<file path="src/rtl/dacq_pkg.sv">
package dacq_pkg;

   // Low two bits of the address/control nibble
   typedef enum logic [1:0] {
      CTL_SYS_A    = 2'b00,
      CTL_LOAD     = 2'b01,
      CTL_SYS_B    = 2'b10,
      CTL_LOAD_UPD = 2'b11
   } ctl_e;

   // One strobe per effect, all produced in the same cycle as word_valid
   typedef struct packed {
      logic ld_one;
      logic upd_all;
      logic ld_all;
      logic sd_req;
      logic exit_sd;
      logic upo_wr;
      logic upo_val;
      logic mode_wr;
      logic mode_val;
   } cmd_t;

endpackage

</file>
<file path="src/rtl/dacq_decode.sv">
module dacq_decode
   import dacq_pkg::*;
#(
   parameter int ADDR_W    = 2,
   parameter int CODE_W    = 12,
   parameter int SUB_W     = 2,
   parameter bit STORE_SUB = 1'b1,
   localparam int WORD_W   = ADDR_W + 2 + CODE_W
) (
   input  logic              valid,
   input  logic [WORD_W-1:0] word,
   output cmd_t              cmd,
   output logic [ADDR_W-1:0] sel,
   output logic [CODE_W-1:0] code
);

   logic [1:0] ctl;

   assign ctl = word[CODE_W+1:CODE_W];
   assign sel = word[WORD_W-1 -: ADDR_W];

   generate
      if (STORE_SUB) begin : g_keep_sub
         assign code = word[CODE_W-1:0];
      end else begin : g_zero_sub
         assign code = {word[CODE_W-1:SUB_W], {SUB_W{1'b0}}};
      end
   endgenerate

   always_comb begin
      cmd = '0;
      if (valid) begin
         unique case (ctl_e'(ctl))
            CTL_LOAD: cmd.ld_one = 1'b1;
            CTL_LOAD_UPD: begin
               cmd.ld_one  = 1'b1;
               cmd.upd_all = 1'b1;
            end
            CTL_SYS_A: begin
               if (sel == ADDR_W'(1)) begin
                  cmd.upd_all = 1'b1;
                  cmd.exit_sd = 1'b1;
               end else if (sel == ADDR_W'(2)) begin
                  cmd.ld_all = 1'b1;
               end else if (sel == ADDR_W'(3)) begin
                  cmd.sd_req = 1'b1;
               end
            end
            CTL_SYS_B: begin
               if (sel == ADDR_W'(0)) begin
                  cmd.upo_wr  = 1'b1;
                  cmd.upo_val = 1'b0;
               end else if (sel == ADDR_W'(1)) begin
                  cmd.upo_wr  = 1'b1;
                  cmd.upo_val = 1'b1;
               end else if (sel == ADDR_W'(2)) begin
                  cmd.mode_wr  = 1'b1;
                  cmd.mode_val = 1'b1;
                  cmd.upd_all  = 1'b1;
               end else if (sel == ADDR_W'(3)) begin
                  cmd.mode_wr  = 1'b1;
                  cmd.mode_val = 1'b0;
                  cmd.upd_all  = 1'b1;
               end
            end
            default: cmd = '0;
         endcase
      end
   end

endmodule

</file>
<file path="src/rtl/dacq_chan.sv">
module dacq_chan #(
   parameter int CODE_W = 12
) (
   input  logic              clk,
   input  logic              clr_n,
   input  logic              hit,
   input  logic              ld_one,
   input  logic              ld_all,
   input  logic              upd_all,
   input  logic [CODE_W-1:0] code,
   output logic [CODE_W-1:0] dac_q
);

   logic [CODE_W-1:0] stage_q;
   logic              take;

   assign take = ld_all | (ld_one & hit);

   always_ff @(posedge clk or negedge clr_n) begin
      if (!clr_n) begin
         stage_q <= '0;
         dac_q   <= '0;
      end else begin
         if (take) begin
            stage_q <= code;
         end
         if (ld_all) begin
            dac_q <= code;
         end else if (upd_all) begin
            // a code staged in this same cycle goes straight through
            dac_q <= take ? code : stage_q;
         end
      end
   end

endmodule

</file>
<file path="src/rtl/dacq_ctrl.sv">
module dacq_ctrl (
   input  logic clk,
   input  logic clr_n,
   input  logic allow,
   input  logic sd_req,
   input  logic exit_sd,
   input  logic upo_wr,
   input  logic upo_val,
   input  logic mode_wr,
   input  logic mode_val,
   output logic shutdown,
   output logic user_out,
   output logic dout_rise
);

   logic allow_q;
   logic wake;

   assign wake = allow_q & ~allow;

   always_ff @(posedge clk or negedge clr_n) begin
      if (!clr_n) begin
         allow_q   <= 1'b0;
         shutdown  <= 1'b0;
         user_out  <= 1'b0;
         dout_rise <= 1'b0;
      end else begin
         allow_q <= allow;
         if (wake || exit_sd) begin
            shutdown <= 1'b0;
         end else if (sd_req && allow) begin
            shutdown <= 1'b1;
         end
         if (upo_wr) begin
            user_out <= upo_val;
         end
         if (mode_wr) begin
            dout_rise <= mode_val;
         end
      end
   end

endmodule

</file>
<file path="src/rtl/dacq_top.sv">
module dacq_top
   import dacq_pkg::*;
#(
   parameter int NCH       = 4,
   parameter int DATA_W    = 10,
   parameter int SUB_W     = 2,
   parameter bit STORE_SUB = 1'b1,
   localparam int ADDR_W   = $clog2(NCH),
   localparam int CODE_W   = DATA_W + SUB_W,
   localparam int WORD_W   = ADDR_W + 2 + CODE_W
) (
   input  logic                  clk,
   input  logic                  clr_n,
   input  logic                  word_valid,
   input  logic [WORD_W-1:0]     word,
   input  logic                  shdn_allow,
   output logic [NCH*CODE_W-1:0] dac_out,
   output logic                  shutdown,
   output logic                  user_out,
   output logic                  dout_rise
);

   generate
      if (NCH < 4 || (1 << ADDR_W) != NCH) begin : g_bad_nch
         $error("dacq_top: NCH must be a power of two of at least 4");
      end
      if (DATA_W < 1 || SUB_W < 1) begin : g_bad_code
         $error("dacq_top: DATA_W and SUB_W must both be positive");
      end
   endgenerate

   cmd_t              cmd;
   logic [ADDR_W-1:0] sel;
   logic [CODE_W-1:0] code;

   dacq_decode #(
      .ADDR_W   (ADDR_W),
      .CODE_W   (CODE_W),
      .SUB_W    (SUB_W),
      .STORE_SUB(STORE_SUB)
   ) u_dec (
      .valid(word_valid),
      .word (word),
      .cmd  (cmd),
      .sel  (sel),
      .code (code)
   );

   dacq_ctrl u_ctrl (
      .clk      (clk),
      .clr_n    (clr_n),
      .allow    (shdn_allow),
      .sd_req   (cmd.sd_req),
      .exit_sd  (cmd.exit_sd),
      .upo_wr   (cmd.upo_wr),
      .upo_val  (cmd.upo_val),
      .mode_wr  (cmd.mode_wr),
      .mode_val (cmd.mode_val),
      .shutdown (shutdown),
      .user_out (user_out),
      .dout_rise(dout_rise)
   );

   generate
      for (genvar i = 0; i < NCH; i++) begin : g_ch
         dacq_chan #(
            .CODE_W(CODE_W)
         ) u_chan (
            .clk    (clk),
            .clr_n  (clr_n),
            .hit    (sel == ADDR_W'(i)),
            .ld_one (cmd.ld_one),
            .ld_all (cmd.ld_all),
            .upd_all(cmd.upd_all),
            .code   (code),
            .dac_q  (dac_out[i*CODE_W +: CODE_W])
         );
      end
   endgenerate

endmodule

</file>
<file path="config.mk">
export PLATFORM = sky130hd
export DESIGN_NAME = dacq_top
export DESIGN_NICKNAME = d
export VERILOG_FILES = /design/src/rtl/dacq_pkg.sv /design/src/rtl/dacq_decode.sv /design/src/rtl/dacq_chan.sv /design/src/rtl/dacq_ctrl.sv /design/src/rtl/dacq_top.sv
export SDC_FILE = /design/constraint.sdc
export NUM_CORES = 1
export LEC_CHECK = 0
export ABC_CLOCK_PERIOD_IN_PS = 1200
export BUFFER_PORTS_ARGS = -buffer_cell sky130_fd_sc_hd__buf_2
export CAP_MARGIN = 40
export CORE_MARGIN = 3
export CORE_UTILIZATION = 45
export DETAILED_ROUTE_END_ITERATION = 12
export PLACE_DENSITY = 0.75
export SYNTH_ARGS = -nofsm -noshare
export SYNTH_HDL_FRONTEND = slang
export SYNTH_SLANG_ARGS = --single-unit
</file>
<file path="constraint.sdc">
create_clock -name clk -period 1.2 [get_ports clk]
set_input_delay 0 -clock clk [delete_from_list [all_inputs] [get_ports clk]]
set_output_delay 0 -clock clk [all_outputs]
set_load 0.01 [all_outputs]
</file>
==> results.yml, run 1 <==
status:
  status: "complete, but fails checks"
  violations: "negative setup slack"
sta:
  period_needed_ns: 1.308
  setup_tns_ns: -0.1077
  slew_headroom: 0.6842
  rsz0062_at_grt: "true"
  worst_clock_skew_ns: 0.005926
  final_max_slew_viol_count: 0
  tightestPinTransition_ns: 0.4736
  hold_viol_final: 0
  finalSetupViolations: 1
  period_share: 1.090
  fmax_mhz: 764.7
  fin_ws_ns: -0.1077
global_route:
  grt_pass1_vias: 3211
  overflow: 0
  grt_pass1_wl_um: 16530
  grt.total_usage: 0.1886
  grt_antenna_before_repair: 0
  grt_max_degree: 36
clocking:
  root_buffer: "clkbuf_8"
  cts_tree: "built"
  clock_path_buffers: 2
  cts_buffers: 9
  h-tree-depth: 3
  clk_latency_ns: 0.37
  clock-sinks: 100
  path_clk_slew_ns: 0.10
critical_path:
  r2r-start: "g_ch[3].u_chan.stage_q[0]"
  slowest_stage: "dfrtp_1"
  setup.worst_path.start: "g_ch[3].u_chan.stage_q[0]"
  worstPathRequired_ns: 1.46
  crit_path_end_kind: "flip-flop"
  critPathMaxFanout: 2
  cp_slowest_stage_delay_ns: 0.40
  cp_cell_sequence: "a22o_1 -> a311o_1 -> mux2_4"
  r2r_slack_ns: -0.11
  start_kind: "flip-flop"
  crit_type: "flip-flop to flip-flop"
  arrival_ns: 1.57
synth:
  synthSimpleGateAreaFrac: 0.1046
  synthCells: 324
  synth_xor_area_frac: 0
  synthAdderAreaFrac: 0
  syn_avg_cell_area_sq_um: 13.62
  syn_nets: 344
  synth_area_sq_um: 4414
  ys_types: 36
  synth.area.top_cells: "dfrtp_1, mux2_2, nand3_1, mux2_4, a22oi_1"
  ys_seq_elements: 100
  synth-main-ff-cell: "dfrtp_1"
  yosysSeqAreaShare: 0.5669
  synth_top_cell_by_area: "dfrtp_1"
  yosysWarnings: 0
  synth_compound_area_frac: 0.05896
  synth_edf_count: 0
  synth-async-reset-ratio: 1.000
  synth_top_family_by_area: "multiplexers"
  synthMuxAreaShare: 0.2296
  synth_top_area_share: 0.5669
cells_and_area:
  final_cell_mix: "dfrtp_1, buf_2, nand3_1"
  fill_cells: 761
  drive_gt1_frac: 0.4560
  multiInputGateArea_sq_um: 1836
  regArea_sq_um: 2502
  antenna_cells: 0
  final_nets: 447
  final_common_cell: "dfrtp_1"
  syn_to_final_growth_pct: 25.94
drt:
  drtIter0Drc: 287
  drt-total-wl_um: 9955
  drc: 0
  ant_nets: 0
  routedWlPerCell_um: 17.75
  viasPerCell: 5.430
  via_count: 3046
  dr.pass1.iters: 4
floorplan:
  io_pins: 71
  die-area_sq_um: 11030
  initial_utilization: 0.4710
  core_sq_um: 9371
  fp.dieH_um: 105.0
  num_rows: 35
  die_w_um: 105.0
power_and_ir_drop:
  leakage_nw: 2.453
  peakVddDrop_mv: 0.7811
  power.density_nw_per_um2: 1689
  power_mw: 9.387
placement:
  dp.final_hpwl_um: 6716
  routabilityCongestion: 0.7933
  io_buffers: 70
run:
  max_cap_violations: 0
min_path:
  min-delay-path-class: "primary input to flip-flop"
  min_from: "word[10]"
through the flow:
| step | instance area [sq um] | instances | hold slack [ns] | worst slack, ns | utilization |
|---|---|---|---|---|---|
| 4_1_cts | 5554 | 561 | 0.001447 | -0.09215 | 0.5927 |
| 5_1_grt | 5559 | 561 | 0.01214 | -0.1511 | 0.5932 |
| 3_5_place_dp | 5144 | 529 | -0.01016 | -0.2980 | 0.5489 |
| 3_3_place_gp | 5144 | 529 | -0.007870 | -0.2721 | 0.5489 |
| 2_1_floorplan | 4528 | 324 | -0.2956 | -0.1346 | - |
| 6_report | 5559 | 561 | 0.01977 | -0.1077 | 0.5932 |
path summary, 6_finish.rpt:
path | depth (start not counted) | to
min in group asynchronous | 2 | g_ch[2].u_chan.dac_q[2]
hold reg to reg | 1 | g_ch[2].u_chan.dac_q[0]
max in group asynchronous | 3 | g_ch[0].u_chan.stage_q[7]
hold / removal | 2 | g_ch[1].u_chan.stage_q[10]
setup / recovery | 3 | g_ch[3].u_chan.dac_q[0]
setup reg to reg | 3 | g_ch[3].u_chan.dac_q[0]
final cells by class:
class,instances,area share
Timing Repair Buffer,115,0.1449
Clock buffer,9,0.02228
Multi-Input combinational cell,199,0.3302
Inverter,2,0.001350
Clock inverter,7,0.02206
Tap cell,129,0.02903
Sequential cell,100,0.4501
power by group:
part	total [mW]	leakage (nW)	internal (mW)	switching, mW
Clock	2.60	0.122	1.40	1.20
Combinational	2.33	1.24	1.32	1.01
Sequential	4.45	1.09	4.07	0.378
Total	9.39	2.45	6.79	2.59
registers in the layout, summed over array words and instances, names as in the netlist:
register	cells
g_ch.u_chan.dac_q	48
g_ch.u_chan.stage_q	48
u_ctrl.allow_q	1
u_ctrl.dout_rise	1
u_ctrl.shutdown	1
u_ctrl.user_out	1
timing repair:
| item | 4_1_cts | 5_1_grt |
|---|---|---|
| gates resized for setup | 1 | 1 |
| buffers inserted | 0 | 0 |
| cloned | 0 | 0 |
| hold buffers | 16 | 0 |
| endpoints found under the hold margin | 132 | 0 |
| setup endpoints to repair | 1 | 2 |
Yosys cell counts (all sizes together), types with 2 or more instances:
cell type,count
dfrtp,100
mux2,84
nand3,56
a22oi,23
buf,19
nand2,5
nand2b,5
clkbuf,4
a21oi,3
o21ai,3
and3,2
inv,2
nand3b,2
nor2,2
per-layer routing:
metal | wire length, um | track usage | vias to the layer above
met1 | 4534 | 0.2615 | 1532
li1 | - | - | 1395
met3 | 583 | 0.03150 | 13
met4 | 203 | 0.08810 | 0
met2 | 4634 | 0.2896 | 106
met5 | 0 | 0 | -
worst max-delay path, delay by kind of cell, from the launching register on:
family	cells	cell delay, ns
flops	1	0.40
mux	1	0.28
compound gates	2	0.53
logic make-up (layout without fill, tap and decap cells):
group                  Yosys count  in the layout
AND/OR/NAND/NOR                 81             81
buffers and inverters           25            133
AO/OA/AOI/OAI                   34             34
multiplexers                    84             84
flip-flops                     100            100
No activity file was read; power rests on OpenSTA's default activity.
==> run 2: changes to the inputs <==
Settings changed: PLACE_DENSITY 0.75 to 0.76, SYNTH_HIERARCHICAL set to 1.
==> run 2 against run 1 <==
The flow now finishes without violations. Routed wire length grew 2.0%. Setup slack gained 0.13 ns. Synthesized cell count grew 27%. Critical path type is now primary input to flip-flop. Largest cell class unchanged. Largest power group unchanged.
==> results.yml, run 2 <==
synth:
  ys_types: 24
  synthCells: 410
  synth_top_area_share: 0.6180
  yosysSeqAreaShare: 0.6180
  synth_top_cell_by_area: "dfrtp_1"
  yosysWarnings: 6
  synth-async-reset-ratio: 1.000
  synthTopCellsByCount: "nand2_1, dfrtp_1, nor2_1, a31oi_1, buf_4"
  synth.area.top_cells: "dfrtp_1, nand2_1, a31oi_1, nor2_1, buf_6"
  synth_area_sq_um: 4049
  synth_most_common_cell: "nand2_1"
  ys_seq_elements: 100
  syn_nets: 430
  synth-main-ff-cell: "dfrtp_1"
  syn_avg_cell_area_sq_um: 9.875
  synth_edf_count: 0
clocking:
  clk_latency_ns: 0.36
  h-tree-depth: 3
  root_buffer: "clkbuf_8"
  cts_buffers: 9
  clock-sinks: 100
  clock_path_buffers: 2
  cts_tree: "built"
  path_clk_slew_ns: 0.09
critical_path:
  arrival_ns: 1.45
  critPathMaxFanout: 7
  start_kind: "primary input"
  crit_type: "primary input to flip-flop"
  r2r_slack_ns: 0.43
  r2r-start: "u_ctrl/user_out"
  crit_path_end_kind: "flip-flop"
  worstRegToRegCells: 1
  worstReg2RegEnd: "u_ctrl/user_out"
  worstPathRequired_ns: 1.47
sta:
  fin_ws_ns: 0.02558
  tightestPinTransition_ns: 0.5397
  slew_headroom: 0.6402
  finalSetupViolations: 0
  period_share: 0.9787
  hold_viol_final: 0
  worst_clock_skew_ns: 0.009274
  fmax_mhz: 851.5
  final_max_slew_viol_count: 0
  period_needed_ns: 1.174
  rsz0062_at_grt: "false"
cells_and_area:
  antenna_cells: 0
  final_nets: 518
  drive_gt1_frac: 0.2430
  syn_to_final_growth_pct: 24.04
  final_common_cell: "nand2_1"
  postLayoutCellArea_sq_um: 5022
  final_cell_mix: "nand2_1, dfrtp_1, buf_2"
  top_regs: "g_ch.u_chan/dac_q: 48 flops, g_ch.u_chan/stage_q: 48 flops"
  fill_cells: 724
placement:
  dp.final_hpwl_um: 6297
  dpl_worst_slack_ns: -0.3773
  routabilityCongestion: 0.8587
  placed_area_sq_um: 4527
  io_buffers: 70
global_route:
  grt_pass1_wl_um: 15240
  grt_max_degree: 101
  grt.total_usage: 0.1945
  grt_antenna_before_repair: 0
  grt_pass1_vias: 3024
  overflow: 0
status:
  status: "finished, final reports clean"
drt:
  viasPerCell: 5.356
  ant_nets: 0
  routedWlPerCell_um: 16.72
  drtIter0Drc: 117
  drt-total-wl_um: 10150
  via_count: 3251
  dr.pass1.iters: 4
  drc: 0
power_and_ir_drop:
  peakVddDrop_mv: 0.7814
  power.density_nw_per_um2: 1679
  p_clk_frac: 0.246
  pwr-share-seq: 0.525
  p_sw_frac: 0.3028
  internal_power_mw: 5.880
  leakage_nw: 2.513
  pwr-share-comb: 0.229
  p_sw_mw: 2.554
floorplan:
  initial_utilization: 0.4783
  die_w_um: 100.9
  io_pins: 71
  core_sq_um: 8464
  fp.dieH_um: 100.9
  num_rows: 33
  die-area_sq_um: 10170
min_path:
  min_to: "u_ctrl/shutdown"
  whs_path_depth: 3
  min_from: "word_valid"
  min-delay-path-class: "primary input to flip-flop"
run:
  max_cap_violations: 0
-- run 2: cell types whose count changed after synthesis, sizes merged, moves of 15 or more --
cell	delta
a31oi	+48
nand3	-56
nor2	+50
a22oi	-23
mux2	-82
buf	+15
nand2	+140
-- run 2: worst max-delay path by stage --
stage,start,endpoint,slack [ns],depth (start not counted)
CTS,word[12],g_ch[3].u_chan/dac_q[2],0.0006,8
global route,word[12],g_ch[1].u_chan/dac_q[3],0.0005,7
floorplan,word[13],g_ch[0].u_chan/dac_q[10],-0.07,7
detailed placement,word[12],g_ch[3].u_chan/dac_q[2],-0.38,8
finish,word[12],g_ch[1].u_chan/dac_q[4],0.03,7
global placement,word[12],g_ch[2].u_chan/dac_q[11],-0.47,7
-- run 2: final cells by class --
class                      instances  area [sq um]  area share
clock buffer                      11         131.4     0.02616
clock inverter                     4         51.30     0.01021
sequential                       100          2502      0.4983
inverter                           1         3.754   0.0007474
multi-input combinational        275          1295      0.2578
tap                              105         131.4     0.02616
timing repair buffer             111         907.1      0.1806
-- run 2: worst max-delay path, cell delays in order --
cell       delay, ns
buf_4           0.13
or4b_4          0.53
a21boi_4        0.22
or2_4           0.20
clkbuf_16       0.16
nor2_1          0.04
a31oi_1         0.16
-- run 2: metrics by stage --
step	hold WS [ns]	setup TNS [ns]	util	cells	power, mW
global route	0.07194	0	0.5933	607	8.935
finish	0.07710	0	0.5933	607	8.435
floorplan	-0.2956	-2.385	-	410	5.499
CTS	0.04703	0	0.5741	602	8.374
detailed placement	0.09775	-17.58	0.5348	572	6.303
global placement	0.09028	-37.07	0.5313	568	6.188
-- run 2: power groups by stage --
| stage | registers [mW] | logic, mW | clock network [mW] |
|---|---|---|---|
| 2_1_floorplan | 4.61 | 0.887 | 0 |
| 3_3_place_gp | 4.46 | 1.72 | 0 |
| 3_5_place_dp | 4.48 | 1.82 | 0 |
| 4_1_cts | 4.43 | 1.86 | 2.09 |
| 5_1_grt | 4.51 | 2.17 | 2.26 |
| 6_report | 4.43 | 1.93 | 2.07 |
-- run 2: per-layer routing --
metal	share of wire	wire length [um]	GRT usage
met1	0.40	4072	0.2646
met2	0.51	5145	0.3104
met3	0.069	696	0.03322
met4	0.023	237	0.07979
met5	0	0	0
-- run 2: cell families (layout without fill, tap and decap cells) --
logic type      Yosys count  after routing  share of synthesized area
compound gates           60             60                    0.09209
mux                       2              2                   0.007417
flops                   100            100                     0.6180
simple gates            213            213                     0.2123
buf+inv                  35            127                    0.07015
-- run 2: what timing repair did --
item | CTS | global route
hold buffers | 15 | 0
hold endpoints to repair | 178 | 0
setup endpoints to repair | 0 | 43
setup buffers | 0 | 0
resized for setup | 0 | 11
==> run 3: changes to the inputs <==
Settings changed: CORE_UTILIZATION 45 to 25, PLACE_DENSITY 0.76 to 0.5.
==> run 3 against run 2 <==
Sequential cell count stayed put. First-iteration DRC count grew to 2.9 times the previous value. Sequential power is 1% higher. Critical path type unchanged. Critical endpoint is now g_ch[0].u_chan/dac_q[4].
==> results.yml, run 3 (synthesized netlist as in run 2, its figures left out) <==
status:
  status: "finished, final reports clean"
critical_path:
  crit_type: "primary input to flip-flop"
  critPathMaxFanout: 6
  worstRegToRegCells: 1
  start_kind: "primary input"
  crit_family: "simple AND/OR/NAND/NOR gates"
  cp.buffers_inverters: 2
  worstPathRequired_ns: 1.45
  slowest_stage: "or4b_4"
  r2r_slack_ns: 0.44
  arrival_ns: 1.42
  worstReg2RegEnd: "u_ctrl/user_out"
  crit_path_end_kind: "flip-flop"
  r2r-start: "u_ctrl/user_out"
  crit_cells: 7
  cp_cell_sequence: "buf_8 -> or4b_4 -> a21boi_4 -> or2_4 -> clkbuf_16 -> nor2_4 -> a31oi_1"
  cp_slowest_stage_delay_ns: 0.55
clocking:
  h-tree-depth: 3
  clock-sinks: 100
  clock_path_buffers: 2
  clk_latency_ns: 0.33
  cts_tree: "built"
  path_clk_slew_ns: 0.07
  post_cts_buffers: 0
  cts_buffers: 9
  root_buffer: "clkbuf_16"
sta:
  period_share: 0.9712
  hold_viol_final: 0
  worst_clock_skew_ns: 0.004530
  rsz0062_at_grt: "true"
  fmax_mhz: 858.0
  tightestPinTransition_ns: 0.3482
  final_max_slew_viol_count: 0
  finalSetupViolations: 0
  period_needed_ns: 1.165
  slew_headroom: 0.7654
placement:
  dp.final_hpwl_um: 7179
  routabilityCongestion: 0.7332
  io_buffers: 70
  dp_cells: 681
min_path:
  whs_path_depth: 3
  min-delay-path-class: "primary input to flip-flop"
  min_to: "g_ch[3].u_chan/stage_q[1]"
  min_from: "word[1]"
floorplan:
  die-area_sq_um: 17760
  die_w_um: 133.3
  io_pins: 71
  core_sq_um: 15540
  num_rows: 45
  fp.dieH_um: 133.3
  initial_utilization: 0.2605
global_route:
  grt_max_degree: 57
  grt.total_usage: 0.1194
  overflow: 0
  grt_pass1_vias: 3049
  grt_antenna_before_repair: 0
  grt_pass1_wl_um: 16630
drt:
  drtIter0Drc: 338
  ant_nets: 0
  viasPerCell: 4.374
  routedWlPerCell_um: 15.47
  via_count: 3101
  dr.pass1.iters: 4
  drt-total-wl_um: 10970
  drc: 0
cells_and_area:
  drive_gt1_frac: 0.2871
  utilization: 0.3447
  antenna_cells: 0
  final_common_cell: "nand2_1"
  fill_cells: 1618
  syn_to_final_growth_pct: 32.29
  top_regs: "g_ch.u_chan/dac_q: 48 flops, g_ch.u_chan/stage_q: 48 flops"
  final_nets: 515
  final_cell_mix: "nand2_1, dfrtp_1, buf_2"
  fin_cells: 709
power_and_ir_drop:
  power.density_nw_per_um2: 1778
  peakVddDrop_mv: 0.6789
  leakage_nw: 2.584
  power_mw: 9.523
run:
  max_cap_violations: 0
==> run 3: area by class of cell <==
class	count	area [sq um]	area share
sequential	100	2502	0.4672
multi-input combinational	275	1366	0.2551
timing repair buffer	108	913.4	0.1705
tap	211	264.0	0.04929
clock buffer	12	246.5	0.04602
clock inverter	2	60.06	0.01121
inverter	1	3.754	0.0007008
==> run 3: worst max-delay path by stage <==
stage | to | start | slack (ns)
after floorplan | g_ch[0].u_chan/dac_q[10] | word[13] | -0.07
after global placement | g_ch[0].u_chan/dac_q[1] | word[15] | -0.54
after detailed placement | g_ch[1].u_chan/dac_q[1] | word[13] | -0.32
after CTS | g_ch[1].u_chan/dac_q[0] | word[13] | 0.02
after global routing | g_ch[0].u_chan/dac_q[5] | word[15] | -0.02
final | g_ch[0].u_chan/dac_q[4] | word[12] | 0.03
==> run 3: routing by layer <==
metal	track usage	routed length, um	vias up
met5	0	0	-
met4	0.04343	261	0
met3	0.03437	502	15
met2	0.1874	5219	69
met1	0.1577	4987	1510
li1	-	-	1507
==> run 3: power by group <==
part | switching, mW | internal, mW
Sequential | 0.381 | 4.10
Clock | 1.17 | 1.86
Combinational | 1.12 | 0.889
==> run 3: tightest hold or removal path: cells and delay by family <==
family	cells	cell delay (ns)
buffers and inverters	1	0.16
AND/OR/NAND/NOR	2	0.14
==> run 3: timing repair <==
action | in CTS | in global routing
setup endpoints to repair | 0 | 46
gates resized for setup | 0 | 36
hold endpoints to repair | 119 | 0
hold buffers | 8 | 0
==> run 3: through the flow <==
stage / hold WS [ns] / setup TNS [ns] / instance area [sq um] / setup slack [ns]
6_report: 0.008373 / 0 / 5356 / 0.03453
5_1_grt: 0.002403 / -0.1266 / 5356 / -0.02090
4_1_cts: 0.003303 / 0 / 5094 / 0.02241
3_5_place_dp: -0.1568 / -15.58 / 4707 / -0.3191
3_3_place_gp: -0.1583 / -41.33 / 4677 / -0.5421
2_1_floorplan: -0.2956 / -2.385 / 4053 / -0.06572
